`src/rtl/card_irq_pkg.sv`:
```
package card_irq_pkg;

    localparam int LVL_W  = 2;
    localparam int CMD_W  = 8;
    localparam int OP_W   = 3;
    localparam int CAUSE_W = 3;
    localparam int STAT_W = 8;
    localparam int RSV_W  = STAT_W - 1 - LVL_W - CAUSE_W;

    typedef enum logic [1:0] {
        EV_NONE = 2'd0,
        EV_INS  = 2'd1,
        EV_EXT  = 2'd2,
        EV_OVL  = 2'd3
    } ev_kind_e;

    typedef struct packed {
        logic ovl;
        logic ext;
        logic ins;
    } ev_set_t;

    function automatic logic op_class_ok(input logic [OP_W-1:0] op);
        return (op[OP_W-1] == 1'b0) || (op == 3'b101);
    endfunction

    function automatic ev_kind_e pick_kind(input ev_set_t e);
        if (e.ovl)      return EV_OVL;
        else if (e.ext) return EV_EXT;
        else if (e.ins) return EV_INS;
        else            return EV_NONE;
    endfunction

    function automatic logic ack_fits(input ev_kind_e k, input logic [LVL_W-1:0] lvl);
        if (k == EV_INS) return (lvl != '0);
        else             return (lvl == '0);
    endfunction

endpackage

```
`src/rtl/card_irq_sync.sv`:
```
module card_irq_sync #(
    parameter int STAGES = 2
) (
    input  logic clk,
    input  logic rst,
    input  logic d,
    output logic q
);
    logic [STAGES-1:0] chain;

    genvar i;
    generate
        for (i = 0; i < STAGES; i++) begin : g_stage
            if (i == 0) begin : g_first
                always_ff @(posedge clk) begin
                    if (rst) chain[0] <= 1'b0;
                    else     chain[0] <= d;
                end
            end else begin : g_next
                always_ff @(posedge clk) begin
                    if (rst) chain[i] <= 1'b0;
                    else     chain[i] <= chain[i-1];
                end
            end
        end
    endgenerate

    assign q = chain[STAGES-1];
endmodule

```
`src/rtl/card_irq_edge.sv`:
```
module card_irq_edge
    import card_irq_pkg::*;
(
    input  logic    clk,
    input  logic    rst,
    input  logic    det_s,
    input  logic    ovl_s,
    output ev_set_t ev
);
    logic det_prev;
    logic ovl_prev;

    always_ff @(posedge clk) begin
        if (rst) begin
            det_prev <= 1'b0;
            ovl_prev <= 1'b0;
        end else begin
            det_prev <= det_s;
            ovl_prev <= ovl_s;
        end
    end

    always_comb begin
        ev.ins = det_s & ~det_prev;
        ev.ext = ~det_s & det_prev;
        ev.ovl = ovl_s & ~ovl_prev;
    end
endmodule

```
`src/rtl/card_irq_cmd.sv`:
```
module card_irq_cmd
    import card_irq_pkg::*;
(
    input  logic             cs_n,
    input  logic             addr_hit,
    input  logic             valid,
    input  logic [CMD_W-1:0] cmd,
    output logic             acc,
    output logic [LVL_W-1:0] lvl
);
    logic [OP_W-1:0] op;
    logic            unused_mid;

    assign op         = cmd[CMD_W-1 -: OP_W];
    assign unused_mid = ^cmd[CMD_W-OP_W-1:LVL_W];
    assign lvl        = cmd[LVL_W-1:0];
    assign acc        = valid & ~cs_n & addr_hit & op_class_ok(op);
endmodule

```
`src/rtl/card_irq_core.sv`:
```
module card_irq_core
    import card_irq_pkg::*;
(
    input  logic              clk,
    input  logic              rst,
    input  ev_set_t           ev,
    input  logic              acc,
    input  logic [LVL_W-1:0]  lvl,
    output logic              irq_n,
    output logic [LVL_W-1:0]  supply,
    output logic              pwr_dn,
    output logic [STAT_W-1:0] status
);
    logic             pend, pend_n;
    ev_set_t          cause, cause_n;
    ev_kind_e         last, last_n;
    logic [LVL_W-1:0] supply_n;
    logic             any_ev;

    assign any_ev = ev.ins | ev.ext | ev.ovl;

    always_comb begin
        pend_n  = pend;
        cause_n = cause;
        last_n  = last;
        if (any_ev) begin
            pend_n  = 1'b1;
            cause_n = cause | ev;
            last_n  = pick_kind(ev);
        end else if (acc && pend && ack_fits(last, lvl)) begin
            pend_n  = 1'b0;
            cause_n = '0;
            last_n  = EV_NONE;
        end

        if (ev.ovl || ev.ext) supply_n = '0;
        else if (acc)         supply_n = lvl;
        else                  supply_n = supply;
    end

    always_ff @(posedge clk) begin
        if (rst) begin
            pend   <= 1'b0;
            cause  <= '0;
            last   <= EV_NONE;
            supply <= '0;
            pwr_dn <= 1'b0;
        end else begin
            pend   <= pend_n;
            cause  <= cause_n;
            last   <= last_n;
            supply <= supply_n;
            pwr_dn <= ev.ext;
        end
    end

    assign irq_n  = ~pend;
    assign status = {pend, {RSV_W{1'b0}}, supply, cause};
endmodule

```
`src/rtl/card_irq_ctrl.sv`:
```
module card_irq_ctrl
    import card_irq_pkg::*;
#(
    parameter int SYNC_STAGES = 2
) (
    input  logic              clk,
    input  logic              rst,
    input  logic              card_det_i,
    input  logic              ovl_i,
    input  logic              cs_n_i,
    input  logic              addr_hit_i,
    input  logic              cmd_valid_i,
    input  logic [CMD_W-1:0]  cmd_byte_i,
    output logic              irq_n_o,
    output logic [LVL_W-1:0]  supply_o,
    output logic              pwr_down_req_o,
    output logic [STAT_W-1:0] status_o
);
    logic             det_s;
    logic             ovl_s;
    ev_set_t          ev_w;
    logic             acc_w;
    logic [LVL_W-1:0] lvl_w;

    card_irq_sync #(.STAGES(SYNC_STAGES)) u_sync_det (
        .clk(clk), .rst(rst), .d(card_det_i), .q(det_s)
    );

    card_irq_sync #(.STAGES(SYNC_STAGES)) u_sync_ovl (
        .clk(clk), .rst(rst), .d(ovl_i), .q(ovl_s)
    );

    card_irq_edge u_edge (
        .clk(clk), .rst(rst), .det_s(det_s), .ovl_s(ovl_s), .ev(ev_w)
    );

    card_irq_cmd u_cmd (
        .cs_n(cs_n_i), .addr_hit(addr_hit_i), .valid(cmd_valid_i),
        .cmd(cmd_byte_i), .acc(acc_w), .lvl(lvl_w)
    );

    card_irq_core u_core (
        .clk(clk), .rst(rst), .ev(ev_w), .acc(acc_w), .lvl(lvl_w),
        .irq_n(irq_n_o), .supply(supply_o), .pwr_dn(pwr_down_req_o),
        .status(status_o)
    );
endmodule

```
`config.mk`:
```
export PLATFORM = sky130hd
export DESIGN_NAME = card_irq_ctrl
export DESIGN_NICKNAME = d
export VERILOG_FILES = /design/src/rtl/card_irq_pkg.sv /design/src/rtl/card_irq_sync.sv /design/src/rtl/card_irq_edge.sv /design/src/rtl/card_irq_cmd.sv /design/src/rtl/card_irq_core.sv /design/src/rtl/card_irq_ctrl.sv
export SDC_FILE = /design/constraint.sdc
export NUM_CORES = 1
export LEC_CHECK = 0
export BUFFER_PORTS_ARGS = -buffer_cell sky130_fd_sc_hd__buf_2
export CORE_MARGIN = 2
export CORE_UTILIZATION = 42
export CTS_CLUSTER_DIAMETER = 60
export CTS_CLUSTER_SIZE = 28
export DETAILED_ROUTE_END_ITERATION = 12
export PLACE_DENSITY = 0.69
export SETUP_SLACK_MARGIN = 0.05
export SYNTH_ARGS = -nofsm -noshare
export SYNTH_HDL_FRONTEND = slang
export SYNTH_SLANG_ARGS = --single-unit
```
`constraint.sdc`:
```
create_clock -name clk -period 2.1 [get_ports clk]
set_clock_uncertainty 0.05 [all_clocks]
set_input_delay 0.105 -clock clk [delete_from_list [all_inputs] [get_ports clk]]
set_output_delay 0.105 -clock clk [all_outputs]
set_load 0.01 [all_outputs]
```
# Word level (Yosys, flattened, before mapping)

Index checks and enable logic that the tools add are counted.

Word-level logic and storage cells: 49
Input bits: 15
Register bits after elaboration: 15

Reductions and logical operators: 8
Bitwise gates (word level): 15
Multiplexer cells: 11
Equality and inequality tests: 2

Operators with widths:

| operator           | count |
|---|---|
| $mux 2             | 4 |
| $and 1x1->1        | 6 |
| $mux 3             | 2 |
| $not 1->1          | 6 |
| $mux 1             | 5 |
| $reduce_bool 2->1  | 2 |
| $eq 3x3->1 const B | 1 |
| $or 3x3->3         | 1 |
| $eq 2x1->1 const B | 1 |
| $logic_and 1x1->1  | 2 |
| $logic_not 2->1    | 1 |
| $logic_or 1x1->1   | 2 |
| $or 1x1->1         | 2 |
| $reduce_or 2->1    | 1 |

# Logic depth before layout (Yosys ltp)

Gate-level depths: netlist of the first run.

Depth after elaboration: 8
Gate-level depth with buffers: 5

# Modules after synthesis

A second synthesis of the first run with hierarchy kept.

Cell total of the unflattened synthesis: 65
Area, all modules: 629.4 um^2

By module, submodules not included:

| module        | instances | area each (um^2) | cells an instance | seq. area each (um^2) |
|---|---|---|---|---|
| card_irq_core | 1         | 415.4            | 45                | 180.2 |
| card_irq_sync | 2         | 52.6             | 4                 | 40.0 |
| card_irq_edge | 1         | 71.3             | 7                 | 40.0 |
| card_irq_cmd  | 1         | 37.5             | 5                 | 0.0 |

# Worst setup path before layout of the first run

No wires, ideal clock.

Path kind: register to register
Start point: reg u_sync_det.chain[1] (netlist: u_sync_det.q)
End point: reg u_core.cause (netlist bit u_core.status[1])
Cell stages (with the launch flop): 6
Required time: 1.915 ns
Arrival time: 1.151 ns
Path slack: 0.764 ns
Path buffers: 0
Path through: dfxtp_1 -> inv_1 -> ha_1 -> nand2_1 -> nor4_1 -> nor3_1

Longest elaborated chain between the ends: 5
Elaborated cells between the ends (all ways): 8

RTL lines:

| item                                               | RTL line            | source |
|---|---|---|
| start, declared                                    | card_irq_sync.sv:9  | `logic [STAGES-1:0] chain;` |
| start signal, assigned by index                    | card_irq_sync.sv:22 | `else chain[i] <= chain[i-1];` |
| $not 1->1                                          | card_irq_edge.sv:25 | `ev.ext = ~det_s & det_prev;` |
| $and 1x1->1                                        | card_irq_edge.sv:25 |  |
| $or 1x1->1 (2 in series)                           | card_irq_core.sv:20 | `assign any_ev = ev.ins \| ev.ext \| ev.ovl;` |
| $mux 3 / $reduce_bool 2->1 (equally long branches) | n/a                 |  |
| end signal, assigned                               | card_irq_core.sv:50 | `cause <= cause_n;` |
| end, declared                                      | card_irq_core.sv:15 | `ev_set_t cause, cause_n;` |

Parallel ways exist; a longest one is shown, timed or not.
A chain may end at the register's enable or synchronous reset.

# Final worst setup path of the first run

Same ends and word-level chain as after synthesis.

==> run summary, run 1 <==
outcome -> finished, final reports clean
Overall Power -> 0.5241 mW
number of maximum-capacitance violations -> 0
Critical Path AT -> 1.76 ns
total of endpoints with negative setup slack in the final report -> 0
Clk Latency, worst-skew pair -> 0.28 ns
hold violation total from the final report -> 0
Fmax -> 603.7 MHz
HPWL Detailed -> 828.5 um
Seq/Total Area, Yosys -> 0.4724
Post-synth EDFFs -> 0
top-level I/O count -> 27
fraction of layout instances using a drive strength above 1 -> 0.2955
internal power of the cells -> 0.3980 mW
Max FO, Critical Path -> 5
First DRT Iteration DRCs -> 3
effective utilization at floorplan -> 0.4372
combinational power share -> 0.122
Final Max Tran Viols -> 0
Clock Pin Slew Worst Setup and Hold Paths -> 0.09 ns
Relative slew margins -> 0.5797
largest net degree at the start of global routing -> 17
floorplan row count -> 14
Setup Crit Path Kind -> reg -> reg
share of power burned in the clock network -> 0.303
Tcrit/Tclk final -> 0.7887
leakage power total -> 0.3470 nW
Inst Count DP -> 98
antenna violations before repair -> 0
deepest level of the CTS H-tree -> 1
Die Ht -> 42.90 um
sink count of the clock tree -> 15
area growth from synthesis to layout -> 21.26%
number of CTS-inserted buffers -> 3
YS warnings -> 0
fraction of registers with async set/reset -> 0
Antenna diodes -> 0
Tot GR Track Use -> 0.1317
number of design rule violations left after detail routing -> 0
total net switching power -> 0.1261 mW
kind of end point of the critical path -> flop
Die Width -> 42.90 um
most common cell after layout, fill and taps aside -> buf_2
post-synthesis cell count -> 66
Die ar. -> 0.001840 mm2
number of nets in the layout -> 107
Avg Inst Size Synth -> 9.630 um2
number of vias per cell -> 4.808
total length of routed wires -> 1055 um
fin cells -> 104
vias in the first global route -> 443
transition time of the tightest slew-check pin -> 0.6247 ns
RSZ-0062 raised after global routing -> false
fraction of power consumed by sequential logic -> 0.575
setup tns final -> 0 ns
data required time of the worst path -> 2.20 ns
unique cell type count in the Yosys netlist -> 22
count of hold-fix buffers inserted at cts -> 2
Routed wire per std cell -> 10.14 um
core area -> 0.001454 mm2
Worst VDD drop -> 0.0005511 V
port buffer count -> 21
highest-count cells in the layout ignoring fill and taps -> 21 x buf_2, 15 x dfxtp_1, 9 x nor2b_1, 4 x a21oi_1
Tightest Hold Check Type -> in -> reg
number of flip-flops and latches in the synthesized netlist -> 15
Net Sw Frac -> 0.2406
final critical path time including I/O delays and setup -> 1.656 ns
final weighted congestion in routability-driven placement -> 0.7022
Via Count -> 500
ANT nets after route -> 0
First-pass DRT Iterations -> 3
clk root buf -> clkbuf_4
TritonCTS clock tree -> built
type of origin of the critical path -> flop
number of gates resized after cts -> 0
Post-Synthesis Cell Area -> 635.6 um2
grt ovf -> 0
main flop type after synthesis -> dfxtp_1
post-CTS setup buffers -> 0
first-pass GRT wire length -> 1766 um
number of buffers between clock root and the deepest sink -> 2
power density over cell area -> 680.0 mW/mm2
==> cells in the mapped netlist, drive strengths merged, types with 2 or more instances <==
cell | number | area [um2]
a31o | 2 | 17.52
nor3 | 3 | 15.01
inv | 3 | 11.26
mux2i | 2 | 20.02
nand2b | 4 | 32.53
a21oi | 4 | 20.02
dfxtp | 15 | 300.3
nor2 | 3 | 11.26
nor2b | 9 | 56.30
buf | 5 | 37.54
nand2 | 2 | 7.510
nor4 | 3 | 18.77
ha | 3 | 37.54
==> cells by family after synthesis <==
family          Yosys count  share of synthesized area
simple gates             25                     0.2323
flops                    15                     0.4724
compound gates           10                     0.1024
buf+inv                   9                    0.08268
fa+ha+maj                 3                    0.05906
mux                       2                    0.03150
other cells               1                   0.005900
xor+xnor                  1                    0.01378
==> registers in the layout, summed over array words and instances (netlist names) <==
signal	flops
u_core.status	3
u_core.last	2
u_core.supply	2
u_core.pend	1
u_core.pwr_dn	1
u_edge.det_prev	1
u_edge.ovl_prev	1
u_sync_det.chain	1
u_sync_det.q	1
u_sync_ovl.chain	1
u_sync_ovl.q	1
==> power groups by stage <==
stage	combinational [mW]	clock (mW)	sequential, mW
after floorplan	0.0416	0	0.309
after global placement	0.0605	0	0.308
after detailed placement	0.0613	0	0.308
after CTS	0.0645	0.165	0.302
after global routing	0.0720	0.173	0.303
final	0.0639	0.159	0.301
==> final timing paths <==
path	slack [ns]	to	cells past startpoint	start
max	0.44	u_core.status[1]$_SDFFE_PP0P_	5	u_sync_det.q$_SDFF_PP0_
min	0.11	u_core.supply[0]$_SDFFE_PP0P_	3	cmd_byte_i[0]
max reg2reg	0.44	u_core.status[1]$_SDFFE_PP0P_	5	u_sync_det.q$_SDFF_PP0_
min reg2reg	0.39	u_sync_det.q$_SDFF_PP0_	1	u_sync_det.chain[0]$_SDFF_PP0_
==> area by class of cell <==
class	instances	area (um2)
Inverter	3	11.26
Multi-Input combinational cell	43	286.5
Fill cell	142	683.2
Clock buffer	3	22.52
Sequential cell	15	300.3
Timing Repair Buffer	23	125.1
Clock inverter	1	5.005
Tap cell	16	20.02
==> stage by stage <==
| step | area (um2) | utilization | setup slack, ns | hold WS [ns] |
|---|---|---|---|---|
| 6_report | 770.7 | 0.5301 | 0.4437 | 0.1101 |
| 5_1_grt | 770.7 | 0.5301 | 0.2466 | 0.1242 |
| 4_1_cts | 770.7 | 0.5301 | 0.4051 | 0.1120 |
| 3_5_place_dp | 723.2 | 0.4974 | 0.4066 | 0.2721 |
| 3_3_place_gp | 723.2 | 0.4974 | 0.4604 | 0.2683 |
| 2_1_floorplan | 639.4 | - | 0.7641 | 0.1266 |
==> layer usage <==
layer  share of wire  wire [um]  track usage  up-vias
met5               0          0            0        -
met2            0.42        448       0.2182       21
met3           0.090         95      0.02979        4
li1                -          -            -      265
met1            0.45        476       0.1463      210
met4           0.033         35      0.09375        0
==> critical path: stages (launching register included) <==
cell and delay, ns:
dfxtp_1 0.36, inv_1 0.07, ha_1 0.34, nand2_1 0.12
nor4_1 0.49, nor3_1 0.11
(Power assumes the default switching activity.)
==> run 2: changes to the inputs <==
- clock period: 2.1 -> 1.54 ns (I/O delays scaled with it)
==> run summary, run 2 (synthesized netlist as in run 1, its figures left out) <==
worst reg-to-reg path cell count -> 4 (-1)
fraction of layout instances using a drive strength above 1 -> 0.3333 (+0.03788)
Tightest Hold Check Type -> in -> reg
Tcrit/Tclk final -> 0.8840 (+0.09531)
Worst VDD drop -> 0.0004542 V (-18%)
outcome -> finished, final reports clean
post-CTS setup buffers -> 0 (unchanged)
minimum setup slack among reg-to-reg paths -> 0.18 ns (-0.27 ns)
vias in the first global route -> 456 (+2.9%)
Min-Delay Endpoint -> u_edge.det_prev$_SDFF_PP0_
final weighted congestion in routability-driven placement -> 0.6892 (-1.9%)
fraction of power consumed by sequential logic -> 0.571 (-0.004)
Critical Path AT -> 1.49 ns (-0.27 ns)
internal power of the cells -> 0.5450 mW (+37%)
RSZ-0062 raised after global routing -> false
number of maximum-capacitance violations -> 0 (unchanged)
power density over cell area -> 908.5 mW/mm2 (+34%)
First DRT Iteration DRCs -> 4 (+1)
grt ovf -> 0 (unchanged)
Via Count -> 499 (-0.20%)
antenna violations before repair -> 0 (unchanged)
flip-flop count of the largest register, all copies and words added -> 3 (unchanged)
Final Max Tran Viols -> 0 (unchanged)
Die ar. -> 0.001840 mm2 (unchanged)
most common cell after layout, fill and taps aside -> buf_2
final critical path time including I/O delays and setup -> 1.361 ns (-0.2949 ns)
sink count of the clock tree -> 15 (unchanged)
deepest level of the CTS H-tree -> 1 (unchanged)
number of buffers between clock root and the deepest sink -> 2 (unchanged)
clk root buf -> clkbuf_4
data required time of the worst path -> 1.67 ns (-0.53 ns)
hold violation total from the final report -> 0 (unchanged)
worst flop-to-flop path endpoint -> u_core.last[0]$_SDFFE_PP0P_
area growth from synthesis to layout -> 24.80%
Fmax -> 734.5 MHz (+22%)
number of CTS-inserted buffers -> 3 (unchanged)
effective utilization at floorplan -> 0.4372 (unchanged)
number of vias per cell -> 4.708 (-2.1%)
combinational power share -> 0.127 (+0.005)
setup tns final -> 0 ns (unchanged)
largest net degree at the start of global routing -> 17 (unchanged)
Tot GR Track Use -> 0.1403 (+0.008594)
port buffer count -> 21 (unchanged)
leakage power total -> 0.3574 nW (+3.0%)
type of origin of the critical path -> flop
share of power burned in the clock network -> 0.302 (about the same)
Clk Latency, worst-skew pair -> 0.28 ns (about the same)
HPWL Detailed -> 825.5 um (-0.36%)
hold path depth -> 2 (-1)
Overall Power -> 0.7207 mW (+38%)
ANT nets after route -> 0 (unchanged)
total length of routed wires -> 1104 um (+4.6%)
number of nets in the layout -> 109 (+1.9%)
worst flop-to-flop path startpoint -> u_core.last[0]$_SDFFE_PP0P_
floorplan row count -> 14 (unchanged)
WHS -> 0.07002 ns (-0.04005 ns)
Hold Path Origin -> rst
total net switching power -> 0.1757 mW (+39%)
Setup Crit Path Kind -> reg -> reg
Fill cells -> 137 (-3.5%)
core area -> 0.001454 mm2 (unchanged)
total of endpoints with negative setup slack in the final report -> 0 (unchanged)
top-level I/O count -> 27 (unchanged)
number of design rule violations left after detail routing -> 0 (unchanged)
kind of end point of the critical path -> flop
Die Ht -> 42.90 um (unchanged)
Max FO, Critical Path -> 3 (-2)
First-pass DRT Iterations -> 2 (-1)
Antenna diodes -> 0 (unchanged)
Clock Pin Slew Worst Setup and Hold Paths -> 0.09 ns (about the same)
TritonCTS clock tree -> built
highest-count cells in the layout ignoring fill and taps -> 21 x buf_2, 14 x dfxtp_1, 9 x nor2b_1, 4 x a21oi_1
Routed wire per std cell -> 10.42 um (+2.7%)
Die Width -> 42.90 um (unchanged)
first-pass GRT wire length -> 1876 um (+6.2%)
Net Sw Frac -> 0.2438 (+0.003165)
run 2: layout make-up:
class,count,area (um2),share of cell area
inverter,3,11.26,0.01420
multi-input combinational,43,292.8,0.3691
clock inverter,1,5.005,0.006309
sequential,15,301.5,0.3801
clock buffer,3,22.52,0.02839
timing repair buffer,25,140.1,0.1767
tap,16,20.02,0.02524
run 2: routing by layer:
metal	global-route usage	share of wire	wire [um]	vias up
li1	-	-	-	266
met1	0.1640	0.48	530	208
met2	0.2182	0.42	462	21
met3	0.02979	0.079	87	4
met4	0.1125	0.021	23	0
met5	0	0	0	-
run 2: repair_timing:
| action | 4_1_cts | 5_1_grt |
|---|---|---|
| endpoints found under the hold margin | 2 | 0 |
| setup endpoints to repair | 0 | 3 |
| hold buffers | 2 | 0 |
| resized for setup | 0 | 2 |
run 2: per-stage QoR:
step | worst slack [ns] | instance area, um2 | std cells | utilization
finish | 0.1786 | 793.3 | 106 | 0.5456
global route | 0.05761 | 793.3 | 106 | 0.5456
CTS | 0.1406 | 785.8 | 106 | 0.5404
detailed placement | 0.1594 | 738.2 | 100 | 0.5077
global placement | 0.1658 | 738.2 | 100 | 0.5077
floorplan | 0.2041 | 639.4 | 67 | -
run 2: worst max-delay path, stage by stage (launching register included):
cell and delay, ns:
dfxtp_1 0.33, nor2b_1 0.16, xnor2_1 0.12, or3_1 0.39, a31o_1 0.22
run 2: power groups by stage:
stage          Combinational [mW]  Sequential [mW]  Clock, mW
3_5_place_dp               0.0856            0.421          0
4_1_cts                    0.0899            0.411      0.227
6_report                   0.0916            0.411      0.218
2_1_floorplan              0.0567            0.421          0
5_1_grt                     0.102            0.414      0.242
3_3_place_gp               0.0846            0.420          0
run 2: worst max-delay path by stage:
stage / start / to / slack [ns] / cells past startpoint
after floorplan: u_sync_det.q$_SDFF_PP0_ / u_core.status[1]$_SDFFE_PP0P_ / 0.20 / 5
after global placement: u_sync_det.q$_SDFF_PP0_ / u_core.status[2]$_SDFFE_PP0P_ / 0.17 / 6
after detailed placement: u_sync_det.q$_SDFF_PP0_ / u_core.status[0]$_SDFFE_PP0P_ / 0.16 / 6
after CTS: u_sync_det.q$_SDFF_PP0_ / u_core.status[0]$_SDFFE_PP0P_ / 0.14 / 6
after global routing: u_sync_det.q$_SDFF_PP0_ / u_core.status[0]$_SDFFE_PP0P_ / 0.06 / 6
final: u_core.last[0]$_SDFFE_PP0P_ / u_core.last[0]$_SDFFE_PP0P_ / 0.18 / 4
==> run 3: changes to the inputs <==
- BUFFER_PORTS_ARGS: -buffer_cell sky130_fd_sc_hd__buf_2 -> not set
- DONT_BUFFER_PORTS: not set -> 1
- MAX_ROUTING_LAYER: not set -> met4
- PLACE_DENSITY: 0.69 -> 0.53
==> run summary, run 3 (synthesized netlist as in run 1, its figures left out) <==
Final Max Tran Viols -> 0 (unchanged)
Via Count -> 460 (-7.8%)
vias in the first global route -> 433 (-5.0%)
Max FO, Critical Path -> 3 (unchanged)
Critical Path AT -> 1.49 ns (about the same)
capturing instance or port of the critical path -> u_core.last[1]$_SDFFE_PP0P_
Clk Latency, worst-skew pair -> 0.27 ns (about the same)
outcome -> finished, final reports clean
setup tns final -> 0 ns (unchanged)
clk root buf -> clkbuf_4
Antenna diodes -> 0 (unchanged)
Tightest Hold Check Type -> in -> reg
critical path startpoint -> u_core.last[0]$_SDFFE_PP0P_
number of CTS-inserted buffers -> 3 (unchanged)
worst reg-to-reg path cell count -> 4 (unchanged)
TritonCTS clock tree -> built
First-pass DRT Iterations -> 5 (+3)
total of endpoints with negative setup slack in the final report -> 0 (unchanged)
number of nets in the layout -> 92 (-16%)
HPWL Detailed -> 789.6 um (-4.3%)
core area -> 0.001454 mm2 (unchanged)
ANT nets after route -> 0 (unchanged)
hold path depth -> 2 (unchanged)
final design instance area without fill -> 724.4 um2 (-8.7%)
Die Width -> 42.90 um (unchanged)
WHS -> 0.02724 ns (-0.04279 ns)
fraction of layout instances using a drive strength above 1 -> 0.1233 (-0.2100)
transition time of the tightest slew-check pin -> 0.5127 ns
number of maximum-capacitance violations -> 0 (unchanged)
slack of the critical path -> 0.1747 ns (-0.003901 ns)
port buffer count -> 0 (-100%)
type of origin of the critical path -> flop
deepest level of the CTS H-tree -> 1 (unchanged)
number of vias per cell -> 5.169 (+9.8%)
top-level I/O count -> 27 (unchanged)
area growth from synthesis to layout -> 13.98%
total length of routed wires -> 1074 um (-2.7%)
grt ovf -> 0 (unchanged)
total placed instance area -> 640.6 um2 (-13%)
number of design rule violations left after detail routing -> 0 (unchanged)
Relative slew margins -> 0.6571
sink count of the clock tree -> 15 (unchanged)
Tcrit/Tclk final -> 0.8866 (+0.002533)
post-layout util -> 0.4983 (-0.04733)
RSZ-0062 raised after global routing -> false
worst flop-to-flop path startpoint -> u_core.last[0]$_SDFFE_PP0P_
Setup Crit Path Kind -> reg -> reg
data required time of the worst path -> 1.66 ns (about the same)
first-pass GRT wire length -> 1821 um (-2.9%)
Overall Power -> 0.7025 mW (-2.5%)
final weighted congestion in routability-driven placement -> 0.6349 (-7.9%)
Die ar. -> 0.001840 mm2 (unchanged)
largest net degree at the start of global routing -> 16 (-1)
most common cell after layout, fill and taps aside -> dfxtp_1
leakage power total -> 0.2773 nW (-22%)
hold violation total from the final report -> 0 (unchanged)
Inst Count DP -> 80 (-20%)
Tot GR Track Use -> 0.1405 (+0.0001904)
kind of end point of the critical path -> flop
flip-flop count of the largest register, all copies and words added -> 3 (unchanged)
fin cells -> 89 (-16%)
floorplan row count -> 14 (unchanged)
final critical path time including I/O delays and setup -> 1.365 ns (+0.003901 ns)
minimum setup slack among reg-to-reg paths -> 0.17 ns (about the same)
Worst VDD drop -> 0.0005915 V (+30%)
number of buffers between clock root and the deepest sink -> 2 (unchanged)
antenna violations before repair -> 0 (unchanged)
post-placement worst setup slack -> 0.1934 ns (+0.03396 ns)
Fmax -> 732.4 MHz (-0.29%)
Clock Pin Slew Worst Setup and Hold Paths -> 0.09 ns (about the same)
Routed wire per std cell -> 12.07 um (+16%)
Die Ht -> 42.90 um (unchanged)
effective utilization at floorplan -> 0.4372 (unchanged)
worst flop-to-flop path endpoint -> u_core.last[1]$_SDFFE_PP0P_
power density over cell area -> 969.7 mW/mm2 (+6.7%)
highest-count cells in the layout ignoring fill and taps -> 14 x dfxtp_1, 9 x nor2b_1, 5 x dlygate4sd3_1, 4 x a21oi_1
First DRT Iteration DRCs -> 6 (+2)
## run 3: cell types whose count changed in the layout (fill, tap and decap cells not counted), sizes merged
cell         change
clkbuf           +1
dlygate4sd3      +3
buf             -20
clkinv           -1
## run 3: layer usage
metal | track usage | up-vias | share of wire
met5 | - | - | 0
met3 | 0.02553 | 2 | 0.077
met2 | 0.2182 | 20 | 0.46
met1 | 0.1640 | 210 | 0.45
li1 | - | 228 | -
met4 | 0.09375 | 0 | 0.016
## run 3: layout make-up
class	instances	area, um2
clock buffers	4	26.28
inverters	3	11.26
flip-flops and latches	15	301.5
fillers	156	729.5
multi-input cells	43	292.8
well taps	16	20.02
repair buffers	8	72.57
## run 3: critical path, stage by stage (launching register included)
cell,delay [ns]
dfxtp_1,0.33
nor2b_1,0.16
xnor2_1,0.12
or3_1,0.39
a31o_1,0.21
## run 3: worst min path at each step
stage | start | end | slack, ns
2_1_floorplan | rst | u_core.pwr_dn$_SDFF_PP0_ | 0.1
3_3_place_gp | rst | u_edge.det_prev$_SDFF_PP0_ | 0.1
3_5_place_dp | rst | u_edge.det_prev$_SDFF_PP0_ | 0.1
4_1_cts | rst | u_core.last[1]$_SDFFE_PP0P_ | 0.02
5_1_grt | rst | u_core.last[0]$_SDFFE_PP0P_ | 0.03
6_report | rst | u_core.last[0]$_SDFFE_PP0P_ | 0.03
## run 3: timing repair
item / 4_1_cts / 5_1_grt
hold buffers: 5 / 0
buffers inserted: 0 / 0
endpoints found under the hold margin: 15 / 0
setup endpoints to repair: 0 / 4
gates resized for setup: 0 / 2
## run 3: report_power, final
group	switching (mW)	leakage (nW)	internal [mW]
Combinational	0.0355	0.139	0.0364
Clock	0.114	0.0150	0.100
Sequential	0.0122	0.123	0.404
